**config.mk**
```make
export PLATFORM = sky130hd
export DESIGN_NAME = spi_cmd_frontend
export DESIGN_NICKNAME = d
export VERILOG_FILES = /design/src/rtl/spi_fe_pkg.sv /design/src/rtl/fe_sync.sv /design/src/rtl/fe_ctrl.sv /design/src/rtl/fe_datapath.sv /design/src/rtl/spi_cmd_frontend.sv
export SDC_FILE = /design/constraint.sdc
export NUM_CORES = 1
export LEC_CHECK = 0
export ABC_AREA = 1
export BUFFER_PORTS_ARGS = -buffer_cell sky130_fd_sc_hd__clkbuf_2
export CAP_MARGIN = 20
export CORE_MARGIN = 2
export CORE_UTILIZATION = 51
export CTS_BUF_LIST = sky130_fd_sc_hd__clkbuf_8
export CTS_CLUSTER_DIAMETER = 60
export DETAILED_ROUTE_END_ITERATION = 12
export PLACE_DENSITY = 0.8
export RECOVER_POWER = 25
export SYNTH_ARGS = -nofsm -noshare
export SYNTH_HDL_FRONTEND = slang
export SYNTH_SLANG_ARGS = --single-unit
```
**constraint.sdc**
```tcl
create_clock -name clk -period 1.3 [get_ports clk]
set_input_delay 0.195 -clock clk [delete_from_list [all_inputs] [get_ports clk]]
set_output_delay 0.195 -clock clk [all_outputs]
set_load 0.1 [all_outputs]
```
**src/rtl/spi_fe_pkg.sv**
```systemverilog
package spi_fe_pkg;

  typedef enum logic [2:0] {
    ST_WAIT   = 3'd0,
    ST_ID     = 3'd1,
    ST_INSTR  = 3'd2,
    ST_DATA   = 3'd3,
    ST_IGNORE = 3'd4
  } feState_e;

  // strobes from control to datapath
  typedef struct packed {
    logic shiftIn;
    logic shiftOut;
    logic txLoad;
    logic cmdLoad;
    logic rxLoad;
  } feCtl_t;

endpackage

```
**src/rtl/fe_sync.sv**
```systemverilog
module fe_sync #(
  parameter int WIDTH = 1,
  parameter int STAGES = 2,
  parameter logic [WIDTH-1:0] RST_VAL = '0
) (
  input  logic             clk,
  input  logic             rst,
  input  logic [WIDTH-1:0] din,
  output logic [WIDTH-1:0] dout
);
  logic [WIDTH-1:0] stage [STAGES];

  always_ff @(posedge clk) begin
    if (rst) stage[0] <= RST_VAL;
    else     stage[0] <= din;
  end

  for (genvar g = 1; g < STAGES; g++) begin : gStage
    always_ff @(posedge clk) begin
      if (rst) stage[g] <= RST_VAL;
      else     stage[g] <= stage[g-1];
    end
  end

  assign dout = stage[STAGES-1];
endmodule

```
**src/rtl/fe_ctrl.sv**
```systemverilog
module fe_ctrl
  import spi_fe_pkg::*;
#(
  parameter int BYTE_W = 8,
  parameter int TYPE_W = 4,
  parameter int ADDR_W = 2,
  parameter logic [TYPE_W-1:0] TYPE_CODE = 4'b0101,
  localparam int CNT_W = $clog2(BYTE_W),
  localparam int PAD_W = BYTE_W - TYPE_W - ADDR_W
) (
  input  logic              clk,
  input  logic              rst,
  input  logic              sckS,
  input  logic              csS,
  input  logic              holdS,
  input  logic [BYTE_W-1:0] byteNext,
  input  logic [ADDR_W-1:0] strapAddr,
  output feCtl_t            ctl,
  output feState_e          state,
  output logic              holdActive,
  output logic [CNT_W-1:0]  bitCnt,
  output logic              soEn
);
  localparam logic [CNT_W-1:0] LAST_BIT = CNT_W'(BYTE_W - 1);

  logic sckPrev, csPrev;
  logic sckRise, sckFall, csFall;
  logic edgesLive, inShiftPhase, riseEff, fallEff, byteDone, idOk;
  feState_e stateNext;

  assign sckRise = sckS & ~sckPrev;
  assign sckFall = ~sckS & sckPrev;
  assign csFall  = ~csS & csPrev;

  assign edgesLive    = ~csS & ~holdActive;
  assign inShiftPhase = (state == ST_ID) || (state == ST_INSTR) || (state == ST_DATA);
  assign riseEff      = sckRise & edgesLive & inShiftPhase;
  assign fallEff      = sckFall & edgesLive & (state == ST_DATA);
  assign byteDone     = riseEff & (bitCnt == LAST_BIT);
  assign idOk         = (byteNext == {TYPE_CODE, {PAD_W{1'b0}}, strapAddr});

  always_comb begin
    ctl          = '0;
    ctl.shiftIn  = riseEff;
    ctl.shiftOut = fallEff;
    ctl.cmdLoad  = byteDone & (state == ST_INSTR);
    ctl.rxLoad   = byteDone & (state == ST_DATA);
    ctl.txLoad   = ctl.cmdLoad | ctl.rxLoad;
  end

  always_comb begin
    stateNext = state;
    if (csS) begin
      stateNext = ST_WAIT;
    end else begin
      unique case (state)
        ST_WAIT:   if (csFall) stateNext = ST_ID;
        ST_ID:     if (byteDone) stateNext = idOk ? ST_INSTR : ST_IGNORE;
        ST_INSTR:  if (byteDone) stateNext = ST_DATA;
        default:   stateNext = state;
      endcase
    end
  end

  always_ff @(posedge clk) begin
    if (rst) begin
      sckPrev    <= 1'b0;
      csPrev     <= 1'b0;
      state      <= ST_WAIT;
      holdActive <= 1'b0;
      bitCnt     <= '0;
    end else begin
      sckPrev <= sckS;
      csPrev  <= csS;
      state   <= stateNext;
      if (csS)        holdActive <= 1'b0;
      else if (!sckS) holdActive <= ~holdS;
      if (csS)                     bitCnt <= '0;
      else if (byteDone)           bitCnt <= '0;
      else if (riseEff)            bitCnt <= bitCnt + 1'b1;
    end
  end

  assign soEn = (state == ST_DATA) & ~csS & ~holdActive;
endmodule

```
**src/rtl/fe_datapath.sv**
```systemverilog
module fe_datapath
  import spi_fe_pkg::*;
#(
  parameter int BYTE_W = 8,
  parameter int OPC_W = 4,
  parameter int REG_W = 2,
  parameter int CH_W = 2
) (
  input  logic              clk,
  input  logic              rst,
  input  feCtl_t            ctl,
  input  logic              siS,
  input  logic [BYTE_W-1:0] txByte,
  output logic [BYTE_W-1:0] byteNext,
  output logic              cmdStrobe,
  output logic [OPC_W-1:0]  cmdOp,
  output logic [REG_W-1:0]  cmdReg,
  output logic [CH_W-1:0]   cmdCh,
  output logic              rxValid,
  output logic [BYTE_W-1:0] rxByte,
  output logic              soOut
);
  logic [BYTE_W-1:0] rxShift;
  logic [BYTE_W-1:0] txShift;

  assign byteNext = {rxShift[BYTE_W-2:0], siS};

  always_ff @(posedge clk) begin
    if (rst) begin
      rxShift   <= '0;
      txShift   <= '0;
      soOut     <= 1'b0;
      cmdStrobe <= 1'b0;
      cmdOp     <= '0;
      cmdReg    <= '0;
      cmdCh     <= '0;
      rxValid   <= 1'b0;
      rxByte    <= '0;
    end else begin
      cmdStrobe <= ctl.cmdLoad;
      rxValid   <= ctl.rxLoad;
      if (ctl.shiftIn) rxShift <= byteNext;
      if (ctl.cmdLoad) {cmdOp, cmdReg, cmdCh} <= byteNext;
      if (ctl.rxLoad)  rxByte <= byteNext;
      if (ctl.txLoad) begin
        txShift <= txByte;
      end else if (ctl.shiftOut) begin
        soOut   <= txShift[BYTE_W-1];
        txShift <= {txShift[BYTE_W-2:0], 1'b0};
      end
    end
  end
endmodule

```
**src/rtl/spi_cmd_frontend.sv**
```systemverilog
module spi_cmd_frontend
  import spi_fe_pkg::*;
#(
  parameter int BYTE_W = 8,
  parameter int OPC_W = 4,
  parameter int REG_W = 2,
  parameter int CH_W = 2,
  parameter int ADDR_W = 2,
  parameter int SYNC_STAGES = 2,
  localparam int CNT_W = $clog2(BYTE_W)
) (
  input  logic              clk,
  input  logic              rst,
  input  logic              sckIn,
  input  logic              csN,
  input  logic              siIn,
  input  logic              holdN,
  input  logic [ADDR_W-1:0] strapAddr,
  input  logic [BYTE_W-1:0] txByte,
  output logic              soOut,
  output logic              soEn,
  output logic              cmdStrobe,
  output logic [OPC_W-1:0]  cmdOp,
  output logic [REG_W-1:0]  cmdReg,
  output logic [CH_W-1:0]   cmdCh,
  output logic              rxValid,
  output logic [BYTE_W-1:0] rxByte
);
  logic sckS, csS, siS, holdS;
  feCtl_t ctl;
  feState_e state;
  logic holdActive;
  logic [CNT_W-1:0] bitCnt;
  logic [BYTE_W-1:0] byteNext;

  // order: sck, cs, si, hold
  fe_sync #(.WIDTH(4), .STAGES(SYNC_STAGES), .RST_VAL(4'b0001)) uSync (
    .clk (clk),
    .rst (rst),
    .din ({sckIn, csN, siIn, holdN}),
    .dout({sckS, csS, siS, holdS})
  );

  fe_ctrl #(.BYTE_W(BYTE_W), .ADDR_W(ADDR_W)) uCtrl (
    .clk       (clk),
    .rst       (rst),
    .sckS      (sckS),
    .csS       (csS),
    .holdS     (holdS),
    .byteNext  (byteNext),
    .strapAddr (strapAddr),
    .ctl       (ctl),
    .state     (state),
    .holdActive(holdActive),
    .bitCnt    (bitCnt),
    .soEn      (soEn)
  );

  fe_datapath #(.BYTE_W(BYTE_W), .OPC_W(OPC_W), .REG_W(REG_W), .CH_W(CH_W)) uData (
    .clk      (clk),
    .rst      (rst),
    .ctl      (ctl),
    .siS      (siS),
    .txByte   (txByte),
    .byteNext (byteNext),
    .cmdStrobe(cmdStrobe),
    .cmdOp    (cmdOp),
    .cmdReg   (cmdReg),
    .cmdCh    (cmdCh),
    .rxValid  (rxValid),
    .rxByte   (rxByte),
    .soOut    (soOut)
  );
endmodule

```
==> key figures, run 1 <==
Timing
  • Min Tclk post-route: 1630 ps
  • Worst setup margin: -329 ps
  • F_max: between 600 and 700 MHz
  • Slew margin rel.: about three quarters
  • Final Skew: 13.0 ps
  • Final Setup Violations: a little over 40
  • Final hold violations: 0
  • Crit share post-route: 125%
  • RSZ-0062 raised after global routing: true
  • Worst-Margin Slew: about 380 ps
  • Hold_ws: 63.7 ps
  • Slew Limit Fails: 0

Placed design
  • DPL Wire Length: between 3 and 4 mm
  • Cells after DPL: 366
  • Port-buffer cells: 35
  • Dpl cell area: 2620 sq um
  • RePlAce Congestion: just under 0.8

Setup path
  • Critical Path End Type: flop
  • Worst-path maximum fanout: 8
  • Worst path slowest cell: dfxtp_1
  • CP required: 1520 ps
  • Arrival time worst endpoint: 1850 ps
  • Type of the worst setup path: reg2reg
  • Reg2reg end: uData.txShift[4]
  • Critical path's top delay family: simple AND/OR/NAND/NOR gates
  • FF-to-FF Start: uSync.stage[1][3]
  • R2R Setup Slk: -330 ps
  • Stages on worst setup path: 11
  • Crit path largest cell delay: 330 ps
  • Reg2reg path depth: 11
  • Critical path cell sequence: inv_2 > nor2_4 > nand2_2 > nor2_4 > buf_6 > o211ai_1 > buf_4 > nand3_2 > nand3_2 > nand2_1 > inv_1
  • Crit path buf inv count: 4
  • Critical Path End: uData.txShift[4]
  • Worst Setup Start Kind: flop
  • Worst Setup SP: uSync.stage[1][3]

Clocking
  • CTS clk-pin slew, worst paths: about 90 ps
  • CTS hold repair buffers: 0
  • Max H-tree Level: 2
  • Number of buffers created by CTS: 5
  • Longest Clk Path Bufs: 2
  • CTS tree: done
  • Clock root buffer: clkbuf_8
  • # clock sinks: 51
  • Clk Latency, worst-skew pair: 320 ps

Pwr
  • Pwr/cell area: 901 nW/um^2
  • Leakage: 1.46 nW
  • Pwr Total: around 0.0030 W
  • Worst VDD drop: around 1.0 mV

Synth
  • Syn nets: between 200 and 300
  • Flops & latches, synth: 51
  • Synthesis Warnings: 0
  • Post-Syn Area: between 2000 and 2500 sq um
  • Netlist cell types: 21
  • Cells after Synth: ~270
  • Syn_area_per_cell: around 7.6 sq um
  • Seq/Total Area, Yosys: 50.2%

Cells and area
  • N_diodes: 0
  • Utilization after layout: 90.1%
  • Area Growth Syn to Fin: 65.7%
  • Design area: 3370 sq um
  • Most frequent cells in the layout: 45 x dfxtp_1, 36 x inv_1, 35 x nand2_1
  • Commonest non-fill, non-tap cell in the layout: dfxtp_1
  • Nets: ~360
  • Layout cells sized above 1: 49.4%
  • Layout Cells excl Fill: 392

Job
  • Max-cap violations: 0

Die
  • Initial core utilization: about 54%
  • CORE AREA: roughly 3700 sq um
  • Die area: 4510 sq um
  • Die Y: 67.2 microns
  • I/O pin total: 36
  • # rows: 22
  • Die X: between 60 and 70 microns

Drt
  • DRC Markers: 0
  • Final ANT Viol Nets: 0
  • Vias: roughly 2300
  • Final WL: 8.10 mm
  • DRT iter0 DRCs: 265
  • DR WL/cell: 20.7 microns
  • DRT Pass-1 Iters: 7
  • Detailed-route vias per instance: 5.89

Outcome
  • Failing checks: negative setup slack
  • Status: finished, violations left

Global routing
  • Initial antenna violation count: 0
  • First-pass GRT wire length: 10.4 mm
  • Largest net degree at the start of global routing: 32
  • All-layer global routing usage: about a third
  • Grt ovf: 0
  • Vias in the first global route: 2207

Worst hold path
  • Hold Path Cell Cnt: 3
  • Hold/Removal Path Class: in2reg
==> cells in the mapped netlist <==
| library cell | count | area, sq um |
|---|---|---|
| nand3_1 | 20 | 100 |
| buf_4 | 2 | 15.0 |
| or2_2 | 3 | 18.8 |
| o21ai_2 | 2 | 17.5 |
| inv_2 | 1 | 3.75 |
| nor2_4 | 3 | 33.8 |
| nand3_4 | 1 | 17.5 |
| o21ai_0 | 25 | 125 |
| o211ai_1 | 1 | 7.51 |
| buf_2 | 3 | 15.0 |
| clkbuf_1 | 3 | 11.3 |
| nand3_2 | 2 | 20.0 |
| ha_1 | 2 | 25.0 |
| nor2_1 | 33 | 124 |
| nand2_2 | 2 | 12.5 |
| dfxtp_1 | 51 | 1020 |
| a21oi_1 | 26 | 130 |
| nand2_1 | 44 | 165 |
| o21ai_1 | 2 | 10.0 |
| o21a_1 | 1 | 7.51 |
| inv_1 | 41 | 154 |
==> routing by layer <==
layer | up-vias | track usage (%) | routed length [microns] | part of all wire (%)
met5 | - | 0 | 0 | 0
met4 | 0 | 14.8 | 525 | 6.5
met2 | 153 | 56.4 | 3980 | 49
met3 | 57 | 9.33 | 656 | 8.1
met1 | 1107 | 34.7 | 2940 | 36
li1 | 991 | - | - | -
==> tightest hold or removal path: cells and delay by family <==
kind          cells  cell delay (ps)
buf+inv           2              120
simple gates      1               30
==> cell type report <==
cell class	count	area, sq um
clock buffer	5	68.8
clock inverter	3	63.8
fill	146	372
inverter	42	165
multi-input combinational	168	1160
sequential	51	1040
tap	48	60.1
timing repair buffer	75	815
==> sequential cells by signal, indices dropped and copies added (netlist names) <==
signal,flops
uCtrl.csPrev,1
uCtrl.state,3
uCtrl.sckPrev,1
uCtrl.bitCnt,3
uData.cmdOp,4
uData.cmdCh,2
uData.cmdStrobe,1
uData.rxShift,7
uData.cmdReg,2
uData.soOut,1
uData.txShift,8
uData.rxByte,8
uSync.stage,8
uData.rxValid,1
uCtrl.holdActive,1
==> kinds of logic (layout without fill, tap and decap cells) <==
| family | Yosys count | after routing | synth area share (%) |
|---|---|---|---|
| buffers and inverters | 50 | 125 | 9.78 |
| AOI/OAI and AO/OA | 57 | 57 | 14.6 |
| and+or+nand+nor | 108 | 109 | 24.2 |
| adders and majority gates | 2 | 2 | 1.23 |
| DFF | 51 | 51 | 50.2 |
==> worst min-delay path by stage <==
stage,from,end
4_1_cts,holdN,uSync.stage[0][0]
3_3_place_gp,holdN,uSync.stage[0][0]
2_1_floorplan,rst,uData.txShift[0]
5_1_grt,holdN,uSync.stage[0][0]
3_5_place_dp,holdN,uSync.stage[0][0]
6_report,siIn,uSync.stage[0][1]
==> timing repair <==
action                                  in CTS  in global routing
pin swaps                                   22                 12
resized for setup                          104                 40
endpoints found under the setup margin      38                 41
buffers inserted                            14                  2
cloned                                       3                  0
endpoints found under the hold margin        0                  0
==> power breakdown <==
part	leakage [nW]	internal, W	total (W)	switching [W]
Clock	0.0695	0.000761	0.00129	0.000528
Sequential	0.417	0.00157	0.00159	0.0000138
Combinational	0.977	0.0000644	0.000165	0.000100
==> through the flow <==
step           worst slack [ps]  setup TNS (ps)
3_5_place_dp               -120           -1640
5_1_grt                    -376           -9260
6_report                   -329           -7690
3_3_place_gp              -61.5            -522
4_1_cts                    -208           -3430
2_1_floorplan              -416           -3650
(Power assumes the default switching activity.)
==> inputs of run 2 (changes only) <==
- PLACE_DENSITY: 0.8 -> unset
- PLACE_DENSITY_LB_ADDON: unset -> 0.12
==> run 2 against run 1 <==
Effect of this change: the run still ends with negative setup slack left; sequential share of layout area increased by 3.4 points; critical path type unchanged; sequential power about the same; total power decreased by 16%; clock skew shrank 3.9 ps; critical endpoint is now uData.rxByte[4]; utilization is 9.6 points lower; largest cell class is now flip-flops and latches; first-iteration DRC count decreased by 33%; critical path depth is 4 lower; worst setup slack gained 160 ps; flip-flop and latch count unchanged; cell area is 11% lower; fmax rose by 11%; worst hold slack improved by 8.9 ps.
==> key figures, run 2 (synthesis results as in run 1) <==
Pwr
  • Pwr Total: between 0.002 and 0.003 W
  • P_sw: 0.000558 W
  • Sw frac: 21.9%
  • Pwr/cell area: 845 nW/um^2
  • Leakage: between 1 and 1.5 nW
  • Power share of the sequential group: 62.2%
  • Internal power: a little under 0.002 W
  • Comb power frac: 5.1%
  • Worst VDD drop: 0.966 mV
  • Clock share of power: 32.7%

Drt
  • DRC Markers: 0
  • DR WL/cell: 12.6 microns
  • DRT Pass-1 Iters: 4
  • Vias: 1940
  • DRT iter0 DRCs: 178
  • Final WL: 4.85 mm
  • Final ANT Viol Nets: 0
  • Detailed-route vias per instance: about 5.1

Setup path
  • Critical Path End Type: flop
  • Type of the worst setup path: reg2reg
  • Worst-path maximum fanout: 9
  • Crit path largest cell delay: 370 ps
  • CP required: 1490 ps
  • Crit path buf inv count: 2
  • Arrival time worst endpoint: approximately 1700 ps
  • R2R Setup Slk: -170 ps
  • Worst Setup Start Kind: flop
  • Critical path cell sequence: buf_6 > o21ai_4 > nor2_4 > nand3_4 > buf_12 > o21ai_0 > a21oi_1
  • Critical path's top delay family: flip-flops
  • Worst path slowest cell: dfxtp_4

Clocking
  • Clock root buffer: clkbuf_8
  • CTS clk-pin slew, worst paths: 80 ps
  • Max H-tree Level: 2
  • CTS hold repair buffers: 0
  • Longest Clk Path Bufs: 2
  • CTS tree: done
  • # clock sinks: slightly above 50
  • Number of buffers created by CTS: 5
  • Clk Latency, worst-skew pair: between 300 and 400 ps

Global routing
  • Largest net degree at the start of global routing: 32
  • Initial antenna violation count: 0
  • Vias in the first global route: 1748
  • First-pass GRT wire length: ~7.5 mm
  • Grt ovf: 0
  • All-layer global routing usage: 21.9%

Cells and area
  • Layout Cells excl Fill: approximately 380
  • Biggest registers after layout: uData.rxByte: 8 flops, uData.txShift: 8 flops, uSync.stage: 8 flops
  • Commonest non-fill, non-tap cell in the layout: dfxtp_1
  • FILL cells: 239
  • Utilization after layout: 80.5%
  • Area Growth Syn to Fin: 48.2%
  • N_diodes: 0
  • Most frequent cells in the layout: 47 x dfxtp_1, 40 x nand2_1, 38 x inv_1
  • Nets: between 300 and 400
  • Layout cells sized above 1: between 30 and 40%

Worst hold path
  • Hold/Removal Path Class: in2reg

Timing
  • Crit share post-route: 113%
  • Slew margin rel.: 66.3%
  • Min Tclk post-route: between 1000 and 1500 ps
  • Slew Limit Fails: 0
  • Worst setup margin: -171 ps
  • Hold_ws: 72.6 ps
  • Final hold violations: 0
  • Worst-Margin Slew: a little over 500 ps
  • Final Skew: 9.06 ps
  • F_max: 680 MHz
  • Final Setup Violations: 39
  • RSZ-0062 raised after global routing: true

Die
  • Die X: between 60 and 70 microns
  • CORE AREA: 3740 sq um
  • # rows: 22
  • I/O pin total: 36
  • Initial core utilization: 54.3%
  • Die Y: 67.2 microns
  • Die area: 4510 sq um

Placed design
  • DPL Wire Length: 3.07 mm
  • Setup Slack @ Placement: -125 ps
  • Port-buffer cells: 35
  • RePlAce Congestion: around 0.85
  • Cells after DPL: 368

Outcome
  • Status: finished, violations left
  • Failing checks: negative setup slack

Job
  • Max-cap violations: 0
==> run 2: cell types whose count changed in the layout (fill, tap and decap cells not counted), sizes merged <==
| cell | previous run | this run |
|---|---|---|
| clkinv | 0 | 2 |
| buf | 60 | 51 |
| bufinv | 2 | 0 |
| clkbuf | 20 | 21 |
==> run 2: power by group through the flow <==
| stage | clock, W | combinational, W | sequential [W] |
|---|---|---|---|
| 5_1_grt | 0.000934 | 0.000145 | 0.00159 |
| 3_5_place_dp | 0 | 0.000113 | 0.00162 |
| 4_1_cts | 0.000847 | 0.000119 | 0.00158 |
| 6_report | 0.000833 | 0.000130 | 0.00158 |
| 3_3_place_gp | 0 | 0.000111 | 0.00162 |
| 2_1_floorplan | 0 | 0.0000633 | 0.00162 |
==> run 2: routing by layer <==
layer | vias to the layer above | global-route usage (%) | wire (microns) | share of wire (%)
met5 | - | 0 | 0 | 0
met4 | 0 | 9.18 | 78 | 1.6
met3 | 9 | 4.67 | 219 | 4.5
met2 | 50 | 37.4 | 2480 | 51
met1 | 898 | 26.6 | 2070 | 43
li1 | 983 | - | - | -
==> run 2: repair_timing <==
item | in CTS | in global routing
endpoints found under the hold margin | 0 | 0
setup buffers | 5 | 1
pin swaps | 3 | 10
setup endpoints to repair | 33 | 41
gates cloned | 1 | 1
resized for setup | 15 | 27
==> run 2: path summary, 6_finish.rpt <==
kind | from | to | depth (start not counted)
setup / recovery | uCtrl.state[0] | uData.rxByte[4] | 7
hold reg to reg | uSync.stage[0][2] | uSync.stage[1][2] | 2
setup reg to reg | uCtrl.state[0] | uData.rxByte[4] | 7
hold / removal | sckIn | uSync.stage[0][3] | 3
==> run 2: per-stage QoR <==
step / instance area [sq um] / setup TNS, ps
2_1_floorplan: 2050 / -3650
3_3_place_gp: 2710 / -777
3_5_place_dp: 2710 / -1650
4_1_cts: 2900 / -3900
5_1_grt: 3010 / -6570
6_report: 3010 / -4150
==> run 2: worst min-delay path, delay by kind of cell <==
| family | cells | cell delay [ps] |
|---|---|---|
| buffers and inverters | 2 | 120 |
| AND/OR/NAND/NOR | 1 | 30 |
==> run 2: final cells by class <==
class	instances	area (sq um)	area share, %
clock inverters	3	11.3	0.374
multi-input cells	168	943	31.3
flip-flops and latches	51	1030	34.2
clock buffers	5	68.8	2.28
inverters	42	163	5.40
repair buffers	67	737	24.4
well taps	48	60.1	1.99
==> inputs of run 3 (changes only) <==
- BUFFER_PORTS_ARGS: -buffer_cell sky130_fd_sc_hd__clkbuf_2 -> -buffer_cell sky130_fd_sc_hd__buf_2
==> run 3 against run 2 <==
Effect of this change: the flow still finishes with violations (negative setup slack); global-route usage is 0.71 points lower; sequential power hardly changed; total power is 12% higher; critical path type unchanged; highest routed layer unchanged.
==> key figures, run 3 (synthesis results as in run 1) <==
Cells and area
  • Nets: 359
  • Design area: 2940 sq um
  • Utilization after layout: 78.5%
  • FILL cells: 267
  • Biggest registers after layout: uData.rxByte: 8 flops, uData.txShift: 8 flops, uSync.stage: 8 flops
  • Layout cells sized above 1: 40.9%
  • N_diodes: 0
  • Commonest non-fill, non-tap cell in the layout: dfxtp_1
  • Area Growth Syn to Fin: 44.5%
  • Most frequent cells in the layout: 47 x dfxtp_1, 39 x nand2_1, 38 x inv_1

Die
  • # rows: 22
  • Die X: 67.2 microns
  • CORE AREA: 3740 sq um
  • Die area: 4510 sq um
  • Die Y: about 67 microns
  • I/O pin total: 36
  • Initial core utilization: 54.3%

Pwr
  • Clock share of power: around 40%
  • Comb power frac: between 4 and 5%
  • Worst VDD drop: 0.745 mV
  • Pwr/cell area: just under 1000 nW/um^2
  • Leakage: around 1.3 nW
  • Power share of the sequential group: 55.5%
  • Internal power: about 0.0023 W
  • Sw frac: 21.0%
  • P_sw: ~0.0006 W

Timing
  • Final hold violations: 0
  • Slew Limit Fails: 0
  • F_max: 692 MHz
  • RSZ-0062 raised after global routing: true
  • Final Setup Violations: 35
  • Final Skew: between 10 and 15 ps
  • Crit share post-route: 111%
  • Hold_ws: ~73 ps
  • Slew margin rel.: between 60% and 70%
  • Worst-Margin Slew: 485 ps
  • Min Tclk post-route: ~1400 ps
  • Worst setup margin: -145 ps

Clocking
  • CTS hold repair buffers: 0
  • Longest Clk Path Bufs: 2
  • CTS tree: done
  • Clock root buffer: clkbuf_8
  • Number of buffers created by CTS: 5
  • CTS clk-pin slew, worst paths: 90 ps
  • # clock sinks: 51
  • Clk Latency, worst-skew pair: between 300 and 400 ps
  • Max H-tree Level: 2

Setup path
  • CP required: 1530 ps
  • Worst-path maximum fanout: 4
  • Arrival time worst endpoint: 1680 ps
  • Worst Setup Start Kind: flop
  • Critical Path End Type: flop
  • Type of the worst setup path: reg2reg

Drt
  • Final ANT Viol Nets: 0
  • Detailed-route vias per instance: 4.93
  • DRC Markers: 0
  • Vias: 1921
  • DRT iter0 DRCs: ~100
  • DR WL/cell: approximately 12 microns
  • Final WL: 4.54 mm
  • DRT Pass-1 Iters: 4

Placed design
  • DPL Wire Length: 2.83 mm
  • Dpl cell area: 2460 sq um
  • RePlAce Congestion: 0.816
  • Port-buffer cells: 35
  • Setup Slack @ Placement: -113 ps

Worst hold path
  • Hold/Removal Path Class: in2reg

Global routing
  • All-layer global routing usage: 21.2%
  • Vias in the first global route: 1647
  • Largest net degree at the start of global routing: 32
  • Initial antenna violation count: 0
  • Grt ovf: 0
  • First-pass GRT wire length: just over 7 mm

Outcome
  • Status: finished, violations left
  • Failing checks: negative setup slack

Job
  • Max-cap violations: 0
-- run 3: path summary, 6_finish.rpt --
kind | to | cells past startpoint | start | slack (ps)
setup / recovery | uCtrl.state[0] | 10 | uCtrl.state[1] | -140
hold / removal | uSync.stage[0][0] | 2 | holdN | 70
setup reg to reg | uCtrl.state[0] | 10 | uCtrl.state[1] | -140
hold reg to reg | uSync.stage[1][3] | 2 | uSync.stage[0][3] | 400
-- run 3: power groups by stage --
stage	registers, W	clock network [W]	logic, W
after CTS	0.00158	0.00116	0.000122
after global placement	0.00162	0	0.000111
after global routing	0.00159	0.00123	0.000153
after floorplan	0.00162	0	0.0000633
final	0.00158	0.00113	0.000137
after detailed placement	0.00162	0	0.000113
-- run 3: what timing repair did --
item | 4_1_cts | 5_1_grt
endpoints found under the setup margin | 31 | 49
buffers inserted | 6 | 4
gates resized for setup | 32 | 58
cloned | 2 | 0
pin swaps | 6 | 16
endpoints found under the hold margin | 0 | 0
-- run 3: cell type report --
type	instances	area (sq um)	share of cell area [%]
flip-flops and latches	51	1030	35.1
multi-input cells	168	1020	34.7
clock inverters	2	35.0	1.19
repair buffers	73	548	18.6
clock buffers	6	82.6	2.81
well taps	48	60.1	2.04
inverters	42	163	5.53
-- run 3: critical path: stages, from the launching register on --
cell and delay (ps):
dfxtp_4 370, buf_6 120, o21ai_4 160, nor2_4 90, buf_12 130, buf_6 110, nand2_1 70, nand2_1 60
o21ai_2 70, nand2_1 80, a21oi_2 120
-- run 3: per-layer routing --
metal,global-route usage [%],vias to the layer above,routed length (microns)
met2,34.2,37,2230
met5,0,-,0
met1,26.0,877,2030
met4,9.18,0,84
li1,-,1000,-
met3,6.50,7,202
-- run 3: stage by stage --
stage	TNS (ps)	power, W	instances
final	-2800	0.00286	390
after global routing	-5560	0.00296	390
after CTS	-3480	0.00286	386
after detailed placement	-1590	0.00173	370
after global placement	-857	0.00173	370
after floorplan	-3650	0.00168	268
